===== src/rtl/adc_seq_pkg.sv =====
package adc_seq_pkg;

    localparam int SEL_W = 3;

    typedef enum logic [1:0] {
        ST_IDLE = 2'd0,
        ST_ACQ  = 2'd1,
        ST_CONV = 2'd2
    } seq_st_e;

    // Codes with low bits 11 pick the external tick source.
    function automatic logic sel_is_ext(input logic [SEL_W-1:0] c);
        return (c[1:0] == 2'b11);
    endfunction

    // Shift applied to 2: low two bits carry the major step, bit 2 the minor.
    function automatic logic [2:0] sel_shift(input logic [SEL_W-1:0] c);
        return {c[1:0], c[2]};
    endfunction

    function automatic logic [4:0] acq_periods(input logic [SEL_W-1:0] c);
        logic [4:0] n;
        case (c)
            3'd0:    n = 5'd0;
            3'd1:    n = 5'd2;
            3'd2:    n = 5'd4;
            3'd3:    n = 5'd6;
            3'd4:    n = 5'd8;
            3'd5:    n = 5'd12;
            3'd6:    n = 5'd16;
            default: n = 5'd20;
        endcase
        return n;
    endfunction

endpackage


===== src/rtl/adc_tick_gen.sv =====
module adc_tick_gen
    import adc_seq_pkg::*;
#(
    parameter int SHIFT_MAX = 5
) (
    input  logic             clk,
    input  logic             rst_n,
    input  logic             run_i,
    input  logic [SEL_W-1:0] sel_i,
    input  logic             ext_tick_i,
    output logic             tick_o
);
    localparam int CNT_W = SHIFT_MAX + 1;

    logic [CNT_W-1:0] cnt_d, cnt_q;
    logic [CNT_W-1:0] term;
    logic             ext;

    always_comb begin
        ext   = sel_is_ext(sel_i);
        term  = CNT_W'((32'd2 << sel_shift(sel_i)) - 32'd1);
        cnt_d = cnt_q;
        if (!run_i || ext) begin
            cnt_d = '0;
        end else if (cnt_q == term) begin
            cnt_d = '0;
        end else begin
            cnt_d = cnt_q + 1'b1;
        end
        tick_o = run_i && (ext ? ext_tick_i : (cnt_q == term));
    end

    always_ff @(posedge clk or negedge rst_n) begin
        if (!rst_n) cnt_q <= '0;
        else        cnt_q <= cnt_d;
    end

endmodule


===== src/rtl/adc_sar_reg.sv =====
module adc_sar_reg #(
    parameter int RES_W = 10,
    localparam int IDX_W = $clog2(RES_W)
) (
    input  logic             clk,
    input  logic             rst_n,
    input  logic             clear_i,
    input  logic             step_i,
    input  logic [IDX_W-1:0] bit_idx_i,
    input  logic             cmp_i,
    output logic [RES_W-1:0] trial_o,
    output logic [RES_W-1:0] next_o
);
    logic [RES_W-1:0] code_d, code_q;

    always_comb begin
        trial_o = code_q | (RES_W'(1) << bit_idx_i);
        next_o  = cmp_i ? trial_o : code_q;
        code_d  = code_q;
        if (clear_i)     code_d = '0;
        else if (step_i) code_d = next_o;
    end

    always_ff @(posedge clk or negedge rst_n) begin
        if (!rst_n) code_q <= '0;
        else        code_q <= code_d;
    end

endmodule


===== src/rtl/adc_seq_ctrl.sv =====
module adc_seq_ctrl
    import adc_seq_pkg::*;
#(
    parameter int RES_W     = 10,
    parameter int SHIFT_MAX = 5
) (
    input  logic             clk,
    input  logic             rst_n,
    input  logic             start_i,
    input  logic             clr_flag_i,
    input  logic [2:0]       clk_sel_i,
    input  logic [2:0]       acq_sel_i,
    input  logic             osc_tick_i,
    input  logic             cmp_i,
    output logic [RES_W-1:0] trial_o,
    output logic             busy_o,
    output logic             flag_o,
    output logic [RES_W-1:0] result_o
);
    localparam int ACQ_MAX = 20;
    localparam int PER_MAX = (RES_W > ACQ_MAX) ? RES_W : ACQ_MAX;
    localparam int PER_W   = $clog2(PER_MAX + 1);
    localparam int IDX_W   = $clog2(RES_W);

    typedef struct packed {
        seq_st_e          st;
        logic [PER_W-1:0] per;
        logic [SEL_W-1:0] clk_sel;
        logic [SEL_W-1:0] acq_sel;
        logic             flag;
        logic [RES_W-1:0] result;
    } seq_state_t;

    seq_state_t s_d, s_q;

    logic             tick;
    logic             run;
    logic             sar_clear;
    logic             sar_step;
    logic             bit_phase;
    logic [IDX_W-1:0] bit_idx;
    logic [RES_W-1:0] sar_trial;
    logic [RES_W-1:0] sar_next;
    logic [4:0]       acq_n;

    assign run = (s_q.st != ST_IDLE);

    adc_tick_gen #(.SHIFT_MAX(SHIFT_MAX)) u_tick (
        .clk        (clk),
        .rst_n      (rst_n),
        .run_i      (run),
        .sel_i      (s_q.clk_sel),
        .ext_tick_i (osc_tick_i),
        .tick_o     (tick)
    );

    adc_sar_reg #(.RES_W(RES_W)) u_sar (
        .clk       (clk),
        .rst_n     (rst_n),
        .clear_i   (sar_clear),
        .step_i    (sar_step),
        .bit_idx_i (bit_idx),
        .cmp_i     (cmp_i),
        .trial_o   (sar_trial),
        .next_o    (sar_next)
    );

    always_comb begin
        s_d       = s_q;
        acq_n     = acq_periods(s_q.acq_sel);
        bit_phase = (s_q.st == ST_CONV) && (s_q.per != '0);
        bit_idx   = bit_phase ? IDX_W'(RES_W - int'(s_q.per)) : '0;
        sar_clear = (s_q.st == ST_CONV) && (s_q.per == '0);
        sar_step  = bit_phase && tick;

        if (clr_flag_i) s_d.flag = 1'b0;

        case (s_q.st)
            ST_IDLE: begin
                if (start_i) begin
                    s_d.clk_sel = clk_sel_i;
                    s_d.acq_sel = acq_sel_i;
                    s_d.per     = '0;
                    s_d.st      = (acq_sel_i == '0) ? ST_CONV : ST_ACQ;
                end
            end
            ST_ACQ: begin
                if (tick) begin
                    if (s_q.per == PER_W'(acq_n - 5'd1)) begin
                        s_d.st  = ST_CONV;
                        s_d.per = '0;
                    end else begin
                        s_d.per = s_q.per + 1'b1;
                    end
                end
            end
            ST_CONV: begin
                if (tick) begin
                    if (s_q.per == PER_W'(RES_W)) begin
                        s_d.st     = ST_IDLE;
                        s_d.per    = '0;
                        s_d.flag   = 1'b1;
                        s_d.result = sar_next;
                    end else begin
                        s_d.per = s_q.per + 1'b1;
                    end
                end
            end
            default: s_d.st = ST_IDLE;
        endcase
    end

    always_ff @(posedge clk or negedge rst_n) begin
        if (!rst_n) begin
            s_q <= '{st: ST_IDLE, per: '0, clk_sel: '0, acq_sel: '0,
                     flag: 1'b0, result: '0};
        end else begin
            s_q <= s_d;
        end
    end

    assign trial_o  = bit_phase ? sar_trial : '0;
    assign busy_o   = run;
    assign flag_o   = s_q.flag;
    assign result_o = s_q.result;

endmodule


===== config.mk =====
export PLATFORM = sky130hd
export DESIGN_NAME = adc_seq_ctrl
export DESIGN_NICKNAME = d
export VERILOG_FILES = /design/src/rtl/adc_seq_pkg.sv /design/src/rtl/adc_tick_gen.sv /design/src/rtl/adc_sar_reg.sv /design/src/rtl/adc_seq_ctrl.sv
export SDC_FILE = /design/constraint.sdc
export NUM_CORES = 1
export LEC_CHECK = 0
export ABC_AREA = 1
export ABC_CLOCK_PERIOD_IN_PS = 2530
export CAP_MARGIN = 40
export CORE_AREA = 2 2 84 86
export DETAILED_ROUTE_END_ITERATION = 8
export DIE_AREA = 0 0 86 88
export GPL_ROUTABILITY_DRIVEN = 0
export GPL_TIMING_DRIVEN = 0
export MAX_ROUTING_LAYER = met4
export PLACE_DENSITY = 0.7
export SYNTH_ARGS = -nofsm -noshare
export SYNTH_HDL_FRONTEND = slang
export SYNTH_SLANG_ARGS = --single-unit
export TNS_END_PERCENT = 1

===== constraint.sdc =====
create_clock -name clk -period 2.53 [get_ports clk]
set_clock_uncertainty 0.05 [all_clocks]
set_input_delay 0.253 -clock clk [delete_from_list [all_inputs] [get_ports clk]]
set_output_delay 0.253 -clock clk [all_outputs]
set_load 0.05 [all_outputs]

==> results of run 1 <==
cells in the final DEF (no fill, tap or decap), types with 2 or more instances in the layout:
cell               n
a21oi_1           21
buf_2              3
buf_4             19
buf_6              7
clkbuf_1           2
clkbuf_4           2
clkbuf_8           7
clkdlybuf4s50_1   21
dfrtp_1           39
ha_1               9
inv_1             36
inv_2              8
nand2_1          102
nand2_2            5
nand2_4            3
nand3_1           29
nand3_2            2
nand3b_1           4
nand4_1            5
nor2_1            48
nor2_2             6
nor2_4             4
nor3_1             2
o21ai_0            5
o21ai_1            3
o21ai_2            2
xnor2_1            2
xor2_1             2
synthesized netlist by cell type (all sizes together):
library cell	instances
a21oi	22
and3	1
buf	16
clkbuf	2
dfrtp	40
ha	9
inv	45
nand2	110
nand3	31
nand3b	4
nand4	6
nor2	58
nor3	2
o21ai	10
or2	1
xnor2	2
xor2	3
per-stage QoR:
stage / setup slack [ns] / hold WS, ns / power [mW] / std cells
after global placement: -0.318 / 0.414 / 1.67 / 474
after detailed placement: -0.361 / 0.192 / 1.70 / 475
after CTS: 0.0259 / 0.402 / 2.30 / 484
final: 0.118 / 0.397 / 2.31 / 488
after global routing: -0.0444 / 0.433 / 2.51 / 488
after floorplan: 0.0671 / -0.0926 / 1.48 / 362
worst register-to-register path: stages, from the launching register on:
cell and delay [ns]:
dfrtp_1 0.41, inv_1 0.11, nand2_1 0.11, ha_1 0.33, nor2_1 0.04, nor2_1 0.08
nand4_1 0.07, nor2_1 0.10, nand2_1 0.07, a21oi_1 0.23, nand2_1 0.11, nand2_1 0.07
nand2_1 0.05
per-layer routing:
metal  up-vias  wire [um]  global-route usage [%]
met1      1091       2620                    20.9
li1       1212          -                       -
met4         0         20                    2.74
met5         -          0                       -
met2        58       2550                    25.9
met3         2        244                    3.11
power by group:
group          leakage [nW]  total [mW]  internal, mW  switching, mW
registers             0.536       0.798         0.720         0.0780
clock network        0.0645       0.572         0.348          0.224
logic                  1.06       0.942         0.329          0.613
cell type report:
type	count	area [um^2]	area share [%]
multi-input cells	259	1310	40.7
flip-flops and latches	40	1000	31.2
repair buffers	38	373	11.6
inverters	45	171	5.33
plain buffers	18	134	4.17
well taps	80	100	3.11
clock buffers	7	96.3	3.00
clock inverters	1	30.0	0.934
sequential cells by signal (all words and copies together), names as in the netlist:
name	cells
flag_o	1
result_o	10
s_q	13
u_sar.code_q	10
u_tick.cnt_q	6
logic make-up after synthesis:
group           count (synthesis)  synth area share, %
compound gates                 32                 6.49
buf+inv                        63                 11.4
flops                          40                 38.7
xor+xnor                        5                 1.98
simple gates                  213                 37.0
fa+ha+maj                       9                 4.36
timing repair:
item | in CTS | in global routing
buffers inserted | 0 | 4
gates resized for setup | 59 | 23
endpoints found under the hold margin | 18 | 0
endpoints found under the setup margin | 10 | 10
pin swaps | 0 | 2
hold buffers | 1 | 0
final timing paths:
| kind | start | to | slack (ns) | cells after the start |
|---|---|---|---|---|
| max in group asynchronous | rst_n | s_q[15] | 1.55 | 3 |
| hold reg to reg | result_o[9] | result_o[9] | 0.43 | 2 |
| setup reg to reg | s_q[13] | s_q[23] | 0.60 | 12 |
| setup / recovery | s_q[17] | trial_o[5] | 0.12 | 14 |
| hold / removal | rst_n | flag_o | 0.40 | 2 |
| min in group clk | result_o[9] | result_o[9] | 0.43 | 2 |
==> out/results.ini, run 1 <==
[logic_synthesis]
synth.cell_area_um2 = 2580
synthDistinctLibCells = 30
synth-seq-cells = 40
syn_nets = 383
syn_avg_cell_area_um2 = 7.14
synth_top_cell_by_area = dfrtp_1
yosysWarnings = 0
ys_seq_area_share_pct = 38.7
syn_inst = 362
synth_top_area_share_pct = 38.7
synthTopCellsByArea = dfrtp_1, nand2_1, nor2_1

[clock_network]
cts.path.max_buffers = 2
clk_latency_ns = 0.29
numCtsBuffers = 5
cts_max_level = 2
cts_sinks = 40
cts_tree = built
clk_pin_slew_worst_paths_ns = 0.08
cts-root-buf = clkbuf_8

[cells_and_area]
diodes = 0
layout-drive-gt1-share_pct = 18.6
utilization_pct = 48.4
post-route-cell-area_um2 = 3210
fill_cells = 672
nNetsFinal = 428
syn_to_final_growth_pct = 24.3

[floorplan]
start_util_pct = 38.9
rows = 30
die-area_um2 = 7570
die_w_um = 86
ios = 34
core-area_um2 = 6640
die_h_um = 88

[place]
place_area_um2 = 3030
portBuffers = 32
dp_hpwl_mm = 4.17

[global_route]
grtUsageTotal_pct = 15.9
grt_overflow = 0
grt_pass1_wl_mm = 9.58
antenna_found_initial = 0
grt_max_degree = 23
grt_pass1_vias = 2169

[worst_setup_path]
slowest_delay_ns = 0.40
cpMaxStageDelayCell = dfrtp_1
worst_setup_path_start_kind = flip-flop
path_cells = buf_6, inv_4, ha_1, inv_1, nor2_2, nand2_2, nand2_4, nor2_4, inv_2, nand2_4, o21ai_2, inv_2, nor2_2, buf_6
crit_path_end_kind = output pin
critPathTopFamily = simple AND/OR/NAND/NOR gates
required_ns = 2.23
worstSetupPathType = reg -> out
cp_max_fo = 6
crit_buf_inv = 6
crit_arrival_ns = 2.11

[drt]
drc = 0
routed_via_density = 4.84
wl_mm = 5.43
dr.pass1.iters = 4
wl_per_cell_um = 11.1
drtIter0Drc = 151
vias = 2363
ant_nets = 0

[power_and_ir_drop]
p_leak_nw = 1.66
irDropWorstVdd_v = 0.000617
p_per_area_nw_per_um2 = 719

[sta]
drv_slew = 0
slew_headroom_pct = 65.9
tns_ns = 0
fin_crit_sh_pct = 95.3
setup_violations = 0
worstMarginPinSlew_ns = 0.509
hold_viol_final = 0
rsz0062_at_grt = yes
timing.fmax_mhz = 415
min_period_ns = 2.41

[status]
outcome = completed

[hold_path]
hold_path.class = in -> async

[run]
cap_violations = 0

No activity file was read; power rests on OpenSTA's default activity.
==> run 2: changes to the inputs <==
Settings changed: ABC_CLOCK_PERIOD_IN_PS 2530 to not set.
==> results of run 2 <==
No change in the layout: final DEF, timing and power equal those of run 1.
